## config.mk

```make
export PLATFORM = sky130hd
export DESIGN_NAME = irq_claim_ctrl
export DESIGN_NICKNAME = d
export VERILOG_FILES = /design/src/rtl/irq_claim_ctrl.sv
export SDC_FILE = /design/constraint.sdc
export NUM_CORES = 1
export LEC_CHECK = 0
export ABC_CLOCK_PERIOD_IN_PS = 79500
export BUFFER_PORTS_ARGS = -buffer_cell sky130_fd_sc_hd__buf_2
export CORE_MARGIN = 2
export CORE_UTILIZATION = 40
export DETAILED_ROUTE_END_ITERATION = 8
export MAX_ROUTING_LAYER = met4
export PLACE_DENSITY = 0.66
export SYNTH_ARGS = -nofsm -noshare
export SYNTH_HDL_FRONTEND = slang
export SYNTH_SLANG_ARGS = --single-unit
```

## constraint.sdc

```tcl
create_clock -name clk_i -period 79.5 [get_ports clk_i]
set_input_delay 0 -clock clk_i [delete_from_list [all_inputs] [get_ports clk_i]]
set_output_delay 0 -clock clk_i [all_outputs]
set_load 0.03 [all_outputs]
```

## src/rtl/irq_claim_ctrl.sv

```systemverilog
module irq_claim_ctrl #(
  parameter int NSRC = 31,
  parameter int NCTX = 2,
  parameter int PW   = 3,
  parameter int AW   = 22
) (
  input  logic            clk_i,
  input  logic            rst_ni,
  input  logic [AW-1:0]   addr_i,
  input  logic [31:0]     wdata_i,
  input  logic            we_i,
  input  logic            re_i,
  output logic [31:0]     rdata_o,
  output logic            rvalid_o,
  input  logic [NSRC:1]   src_i,
  output logic [NCTX-1:0] irq_o
);
  localparam int IW = $clog2(NSRC + 1);

  function automatic logic [AW-1:0] a_prio(int n);
    return AW'(n * 4);
  endfunction
  function automatic logic [AW-1:0] a_en(int h, int n);
    return AW'(32'h2000 + h * 32'h80 + 4 * (n / 32));
  endfunction
  function automatic logic [AW-1:0] a_thr(int h);
    return AW'(32'h200000 + h * 32'h1000);
  endfunction
  function automatic logic [AW-1:0] a_clm(int h);
    return AW'(32'h200004 + h * 32'h1000);
  endfunction

  logic [PW-1:0] prio_q [NSRC:1];
  logic [NSRC:1] en_q   [NCTX];
  logic [PW-1:0] thr_q  [NCTX];
  logic [NSRC:1] pend_q, infl_q;
  logic [IW-1:0] best_id [NCTX];

  logic [31:0]   rd_d;
  logic          clm_hit, cpl_hit;
  logic [IW-1:0] clm_id;
  logic          clm_take;

  always_comb begin
    for (int h = 0; h < NCTX; h++) begin : arb
      logic [PW-1:0] bp;
      logic [IW-1:0] bi;
      bp = thr_q[h];
      bi = '0;
      for (int n = 1; n <= NSRC; n++)
        if (pend_q[n] && en_q[h][n] && prio_q[n] > bp) begin
          bp = prio_q[n];
          bi = IW'(n);
        end
      best_id[h] = bi;
    end
  end

  for (genvar h = 0; h < NCTX; h++) begin : g_irq
    assign irq_o[h] = |best_id[h];
  end

  always_comb begin
    rd_d    = '0;
    clm_hit = 1'b0;
    cpl_hit = 1'b0;
    clm_id  = '0;
    for (int n = 1; n <= NSRC; n++)
      if (addr_i == a_prio(n)) rd_d = 32'(prio_q[n]);
    for (int h = 0; h < NCTX; h++) begin
      for (int n = 1; n <= NSRC; n++)
        if (addr_i == a_en(h, n)) rd_d[n % 32] = en_q[h][n];
      if (addr_i == a_thr(h)) rd_d = 32'(thr_q[h]);
      if (addr_i == a_clm(h)) begin
        rd_d    = 32'(best_id[h]);
        clm_id  = best_id[h];
        clm_hit = re_i;
        cpl_hit = we_i;
      end
    end
  end

  assign clm_take = clm_hit && (clm_id != '0);

  always_ff @(posedge clk_i or negedge rst_ni) begin
    if (!rst_ni) begin
      for (int n = 1; n <= NSRC; n++) prio_q[n] <= '0;
      for (int h = 0; h < NCTX; h++) begin
        en_q[h]  <= '0;
        thr_q[h] <= '0;
      end
    end else if (we_i) begin
      for (int n = 1; n <= NSRC; n++)
        if (addr_i == a_prio(n)) prio_q[n] <= wdata_i[PW-1:0];
      for (int h = 0; h < NCTX; h++) begin
        for (int n = 1; n <= NSRC; n++)
          if (addr_i == a_en(h, n)) en_q[h][n] <= wdata_i[n % 32];
        if (addr_i == a_thr(h)) thr_q[h] <= wdata_i[PW-1:0];
      end
    end
  end

  always_ff @(posedge clk_i or negedge rst_ni) begin
    if (!rst_ni) begin
      pend_q <= '0;
      infl_q <= '0;
    end else begin
      for (int n = 1; n <= NSRC; n++) begin
        if (clm_take && clm_id == IW'(n)) begin
          pend_q[n] <= 1'b0;
          infl_q[n] <= 1'b1;
        end else if (!pend_q[n] && !infl_q[n] && src_i[n]) begin
          pend_q[n] <= 1'b1;
        end
        if (cpl_hit && wdata_i == 32'(n) && infl_q[n]) infl_q[n] <= 1'b0;
      end
    end
  end

  always_ff @(posedge clk_i or negedge rst_ni) begin
    if (!rst_ni) begin
      rdata_o  <= '0;
      rvalid_o <= 1'b0;
    end else begin
      rvalid_o <= re_i;
      if (re_i) rdata_o <= rd_d;
    end
  end
endmodule

```

==> impl_results.md, run 1 <==
* Outcome: complete, no violations
* Int Power at around 220 uW
* P_sw at 73.2 uW
* Unrepaired setup endpoints after global routing: no
* CTS tree: built
* Via Count at a little over 20k
* Fin. max-slew vios at 0
* Clock power share at 0.488
* Routed len/inst at around 23 um
* Minimum clock period at a little over 50 ns
* Chip Width at approximately 230 um
* Sw frac at 0.250
* Crit-path max cell delay at about 0.64 ns
* CTS clk-pin slew, worst paths at around 0.060 ns
* Synth Instances at about 2.4k
* LEAKAGE at roughly 0.010 uW
* Die ar. at approximately 54000 um2
* Total Wirelength at roughly 74 mm
* Critical Path Sink Type: register
* Synth Area in Simple Gates at 0.189
* Sequential fraction of design power at 0.452
* Average cell area after synthesis at a little under 9 um2
* Setup crit start: prio_q[1]$_DFFE_PN0P_
* Cell mode on critical path: ha_1
* Fin. Hold Viols at 0
* Nets at around 2.7k
* Slowest cell on crit path: o31ai_1
* F_max at just under 0.02 GHz
* Post-synth cell types at 111
* Initial antenna violation count at 5
* CP arrival at between 50 and 60 ns
* Total GRT Usage at 0.276
* CTS Root Cell: clkbuf_16
* Site Rows at 84
* Maximum vdd drop at ~0.019 mV
* Global route total overflow at 0
* Max Root-Sink Buffers at 3
* Startpoint types: register
* Final cell count without fillers at around 3.3k
* Vias per cell at between 6 and 7
* Commonest non-fill, non-tap cells in the layout: dfrtp_1 (256), nand2_1 (235), mux2_2 (207)
* Initial Utilization at 0.402
* Dominant synthesized flop cell: dfrtp_1
* First drt pass iteration count at 9
* Die Ht at between 200 and 250 um
* DR iter-0 viols at 1842
* Commonest non-fill, non-tap cell in the layout: dfrtp_1
* First-pass GRT wire length at approximately 110 mm
* Synth warnings at 0
* Area Overhead vs Synth at 13.5%
* Synth Area in Adders at 0.0749
* Share of the cycle needed by the critical path after routing at 0.650
* Clk sinks at about 260
* Kind of critical path: reg -> reg
* Hold Crit Class: in -> reg
* Maxcap violations at 0
* Post-synthesis sequential area ratio at 0.304
* Port Buffers at ~120
* Synth Area in Compound Gates at 0.248
* Flops & latches, synth at between 200 and 300
* Final setup vio count at 0
* DRC Markers at 0
* Crit Path Max Fanout at 16
* Layout cells sized above 1 at 0.189
* Logic pwr share at 0.061
* Clock latency on the worst-skew pair at around 0.61 ns
* Fraction of registers with async set or reset after synthesis at 1.00
* Slew @ Worst Pin at about 1.3 ns
* Hpwl dp at about 56 mm
* TNS Setup at 0 ns
* HP Start: re_i
* Post-synthesis net count at around 2.6k
* Post-CTS Setup Inserts at 0
* Clock skew at ~0.024 ns
* Slew margin rel. at 0.123
* Largest net degree at the start of global routing at between 100 and 150
* Vias in the first global route at a little under 20k
* Gpl congestion at just under 1
* Placed cells at approximately 3.1k
* Htree depth at 1
* Num CTS Buffers at 30
* Worst EP required at between 70 and 80 ns
* Core Region at roughly 52000 um2
* Antenna Nets Post-Route at 0
* Worst R2R Start: prio_q[1]$_DFFE_PN0P_
* Pwr dens at roughly 12 nW/um2
* Largest family of logic cells by synthesized area: compound AO/OA/AOI/OAI gates
* I/O pin count at roughly 120
* EDFF count, synth at 0
* Post-synthesis mux area share at 0.133
* Syn Std Cell Area at 21000 um2
* Post-CTS sizing at 0
* Post-Synth XOR/XNOR Area at 0.00707
==> logic make-up (layout without fill, tap and decap cells) <==
| kind of cell | Yosys count | in the layout |
|---|---|---|
| AO/OA/AOI/OAI | 715 | 715 |
| XOR/XNOR | 17 | 17 |
| adder cells (fa/ha/maj) | 132 | 132 |
| buffers and inverters | 224 | 378 |
| flip-flops | 256 | 256 |
| multiplexers | 251 | 251 |
| other | 0 | 4 |
| AND/OR/NAND/NOR | 828 | 828 |
==> sequential cells by signal (all words and copies together), names as in the netlist <==
register,flops
infl_q,31
rdata_o,32
en_q,62
rvalid_o,1
prio_q,93
thr_q,6
pend_q,31
==> critical path: cells and delay by family (launching register included) <==
kind                       cells  cell delay, ns
AOI/OAI and AO/OA             82           19.89
muxes                         33           10.25
and+or+nand+nor               64            9.91
adders and majority gates     34            9.89
buffers and inverters         16            1.07
DFF                            1            0.49
==> layer usage <==
metal  vias up  routed length (um)  GRT usage
met1     10000               32900      0.368
li1       9394                   -          -
met5         -                   0          -
met4         0                2400     0.0890
met2       771               33900      0.436
met3       124                4990     0.0347
==> synth_stat cells, types with 15 or more instances <==
cell type / n / area [um2]
dfrtp_1: 256 / 6410
a21oi_1: 140 / 701
or2_2: 21 / 131
ha_1: 102 / 1280
a31oi_1: 40 / 250
nand2_1: 237 / 890
o21a_1: 17 / 128
nor2_1: 207 / 777
a22oi_1: 42 / 315
o31ai_1: 15 / 113
nand4_1: 16 / 100
clkbuf_1: 69 / 259
nor4_1: 17 / 106
o41ai_2: 17 / 277
o21ai_0: 146 / 731
nor3_1: 46 / 230
and3_1: 37 / 231
o41ai_1: 16 / 140
o22ai_1: 19 / 119
a21o_1: 20 / 150
o211ai_1: 32 / 240
nand2b_1: 18 / 113
nor2b_1: 39 / 244
mux2i_1: 38 / 380
nand3_1: 102 / 510
maj3_1: 30 / 300
buf_2: 19 / 95.1
and2_1: 30 / 188
o32a_1: 24 / 240
inv_1: 121 / 454
mux2_2: 207 / 2330
==> worst paths after layout <==
path	endpoint	slack, ns	cells after the start
worst min-delay path	rvalid_o$_DFF_PN0_	0.06	2
worst max register to register	infl_q[20]$_DFFE_PN0P_	27.82	229
max in group asynchronous	prio_q[35]$_DFFE_PN0P_	77.84	3
worst min register to register	infl_q[16]$_DFFE_PN0P_	0.48	1
min in group asynchronous	en_q[23]$_DFFE_PN0P_	0.09	2
worst max-delay path	infl_q[20]$_DFFE_PN0P_	27.82	229
==> area by class of cell <==
type	count	area [um2]
Antenna cell	4	10.0
Sequential cell	256	6410
Inverter	121	454
Multi-Input combinational cell	1943	13800
Timing Repair Buffer	202	1370
Clock inverter	15	170
Tap cell	688	861
Clock buffer	40	848
Fill cell	5081	28400
==> power groups by stage <==
stage / registers, uW / logic (uW) / clock network (uW)
after CTS: 132 / 17.9 / 145
after global placement: 135 / 15.3 / 0
final: 132 / 17.8 / 143
after detailed placement: 135 / 15.5 / 0
after global routing: 132 / 19.3 / 150
after floorplan: 137 / 4.08 / 0
==> metrics by stage <==
step                power (uW)  setup WS [ns]  hold slack [ns]  area, um2   util
global route               302          24.01           0.0715      23900  0.456
detailed placement         150          28.56            0.155      22200  0.425
global placement           150          30.65            0.146      22200  0.425
floorplan                  141          35.14           -0.296      21000      -
CTS                        295          28.38           0.0262      23900  0.456
finish                     293          27.82           0.0563      23900  0.456
==> what timing repair did <==
item | 4_1_cts | 5_1_grt
hold buffers | 62 | 0
endpoints found under the hold margin | 238 | 0
endpoints found under the setup margin | 0 | 0
(Power assumes the default switching activity.)
==> inputs of run 2 (changes only) <==
ABC_CLOCK_PERIOD_IN_PS = 44100   (was 79500)
PLACE_DENSITY = 0.68   (was 0.66)
clock period = 44.1 ns   (was 79.5 ns; I/O delays follow)
==> impl_results.md, run 2 (synthesized netlist as in run 1, its figures left out) <==
* Crit-path max cell delay at 0.43 ns (-0.21 ns)
* Hold Path Depth at 3 (+1)
* Startpoint types: register
* Hpwl dp at 56.2 mm (about the same)
* Initial antenna violation count at 6 (+1)
* Vias per cell at 6.23 (+0.31%)
* Global route total overflow at 0 (unchanged)
* Site Rows at 84 (unchanged)
* Clk sinks at 256 (unchanged)
* Num CTS Buffers at 31 (+3.3%)
* Cell mode on critical path: ha_4
* R2R depth at 232 (+1.3%)
* Gpl congestion at 1.02 (+5.0%)
* Largest net degree at the start of global routing at 108 (-4.4%)
* Worst EP required at 44.59 ns (-35.39 ns)
* Commonest non-fill, non-tap cell in the layout: dfrtp_1
* Final cell count without fillers at 3474 (+6.3%)
* Outcome: complete, no violations
* Routed len/inst at 22.5 um (-0.73%)
* Layout cells sized above 1 at 0.337 (+0.149)
* Minimum clock period at 42.84 ns (-8.84 ns)
* CTS tree: built
* Fin. Hold Viols at 0 (unchanged)
* Gr busiest metal: met2
* CP arrival at 43.34 ns (-8.82 ns)
* Grt met3 use at 0.0332 (-0.00146)
* Placed cells at 3246 (+3.1%)
* Vias in the first global route at 20.3k (+3.7%)
* Met2 GRT Util at 0.433 (-0.00306)
* LEAKAGE at 0.0117 uW (+13%)
* Port Buffers at 123 (unchanged)
* Slew margin rel. at 0.148 (+0.0256)
* Kind of critical path: reg -> reg
* Slowest cell on crit path: a2111o_1
* Area Overhead vs Synth at 29.6%
* Fin. max-slew vios at 0 (unchanged)
* Critical Path Sink Type: register
* Core Region at 52300 um2 (unchanged)
* Antenna Nets Post-Route at 0 (unchanged)
* Largest regs: prio_q x93, en_q x62, rdata_o x32
* CTS clk-pin slew, worst paths at 0.06 ns (about the same)
* DR iter-0 viols at 1981 (+7.5%)
* Worst R2R Start: thr_q[1]$_DFFE_PN0P_
* Max reg flops at 93 (unchanged)
* F_max at 0.0233 GHz (+21%)
* Flop-to-flop setup slack at 1.26 ns (-26.56 ns)
* Commonest non-fill, non-tap cells in the layout: dfrtp_1 (256), nand2_1 (215), buf_4 (206)
* Largest Register: prio_q
* Clock latency on the worst-skew pair at 0.61 ns (about the same)
* CTS Root Cell: clkbuf_16
* Slew @ Worst Pin at 1.27 ns (-0.0428 ns)
* Total GRT Usage at 0.278 (+0.00151)
* Final setup vio count at 0 (unchanged)
* Via Count at 21.7k (+6.6%)
* HP Start: wdata_i[2]
* Hold Path Sink: prio_q[89]$_DFFE_PN0P_
* I/O pin count at 124 (unchanged)
* Hold Crit Class: in -> reg
* Initial Utilization at 0.402 (unchanged)
* Share of the cycle needed by the critical path after routing at 0.971 (+0.321)
* Reg2reg end: pend_q[11]$_DFFE_PN0P_
* DRC Markers at 0 (unchanged)
* Maxcap violations at 0 (unchanged)
* Die Ht at 233 um (unchanged)
* Maximum vdd drop at 0.0319 mV (+72%)
* Core occupancy in the finished layout at 0.521 (+0.0646)
* Die ar. at 54500 um2 (unchanged)
* Htree depth at 1 (unchanged)
* First-pass GRT wire length at 115 mm (+1.0%)
* Max Root-Sink Buffers at 3 (unchanged)
* Total Wirelength at 78.2 mm (+5.5%)
* First drt pass iteration count at 5 (-4)
* Pwr dens at 19.9 nW/um2 (+62%)
* Nets at 2949 (+7.4%)
* Crit Path Max Fanout at 8 (-8)
* Clock skew at 0.0235 ns (-0.000180 ns)
* Chip Width at 233 um (unchanged)
* M1 GR Usage at 0.369 (+0.000803)
run 2: worst max-delay path by stage:
stage	startpoint	endpoint	slack, ns
final	thr_q[1]$_DFFE_PN0P_	pend_q[11]$_DFFE_PN0P_	1.26
after global routing	thr_q[1]$_DFFE_PN0P_	infl_q[31]$_DFFE_PN0P_	-0.65
after CTS	prio_q[1]$_DFFE_PN0P_	irq_o[1]	0.03
after detailed placement	prio_q[1]$_DFFE_PN0P_	pend_q[20]$_DFFE_PN0P_	-1.80
after global placement	prio_q[2]$_DFFE_PN0P_	pend_q[20]$_DFFE_PN0P_	0.03
after floorplan	prio_q[1]$_DFFE_PN0P_	pend_q[8]$_DFFE_PN0P_	0.07
run 2: area by class of cell:
type                            instances  area (um2)
Sequential cell                       256        6410
Clock buffer                           43         871
Tap cell                              688         861
Multi-Input combinational cell       1944       15500
Fill cell                            4711       25100
Timing Repair Buffer                  404        2990
Antenna cell                            5        12.5
Inverter                              121         459
Clock inverter                         13         193
run 2: where the power goes:
part           leakage (uW)  switching (uW)  internal, uW
combinational       0.00786            21.3          11.0
sequential          0.00329            1.17           237
clock              0.000517             110           161
run 2: worst max-delay path: cells and delay by family, from the launching register on:
kind	cells	cell delay [ns]
compound gates	83	15.55
mux	29	8.33
simple gates	62	8.12
fa+ha+maj	32	7.67
buf+inv	26	2.60
flops	1	0.38
run 2: per-stage QoR:
stage / hold WS (ns) / setup TNS (ns) / instance area [um2] / setup slack (ns) / power, uW
2_1_floorplan: -0.296 / 0 / 21100 / 0.0699 / 254
3_3_place_gp: 0.114 / 0 / 23000 / 0.0307 / 270
3_5_place_dp: 0.142 / -90.84 / 23000 / -1.80 / 270
4_1_cts: 0.00333 / 0 / 25000 / 0.0328 / 545
5_1_grt: 0.0784 / -36.44 / 27300 / -0.652 / 557
6_report: 0.0445 / 0 / 27300 / 1.26 / 542
run 2: what timing repair did:
item | 4_1_cts | 5_1_grt
setup buffers | 18 | 83
setup endpoints to repair | 68 | 69
pin swaps | 22 | 161
gates resized for setup | 48 | 323
hold endpoints to repair | 231 | 0
hold buffers | 62 | 0
cloned | 0 | 4
run 2: routing by layer:
metal | wire, um | vias to the layer above
met2 | 35900 | 912
met3 | 5320 | 173
met5 | 0 | -
li1 | - | 9814
met4 | 3240 | 0
met1 | 33700 | 10800
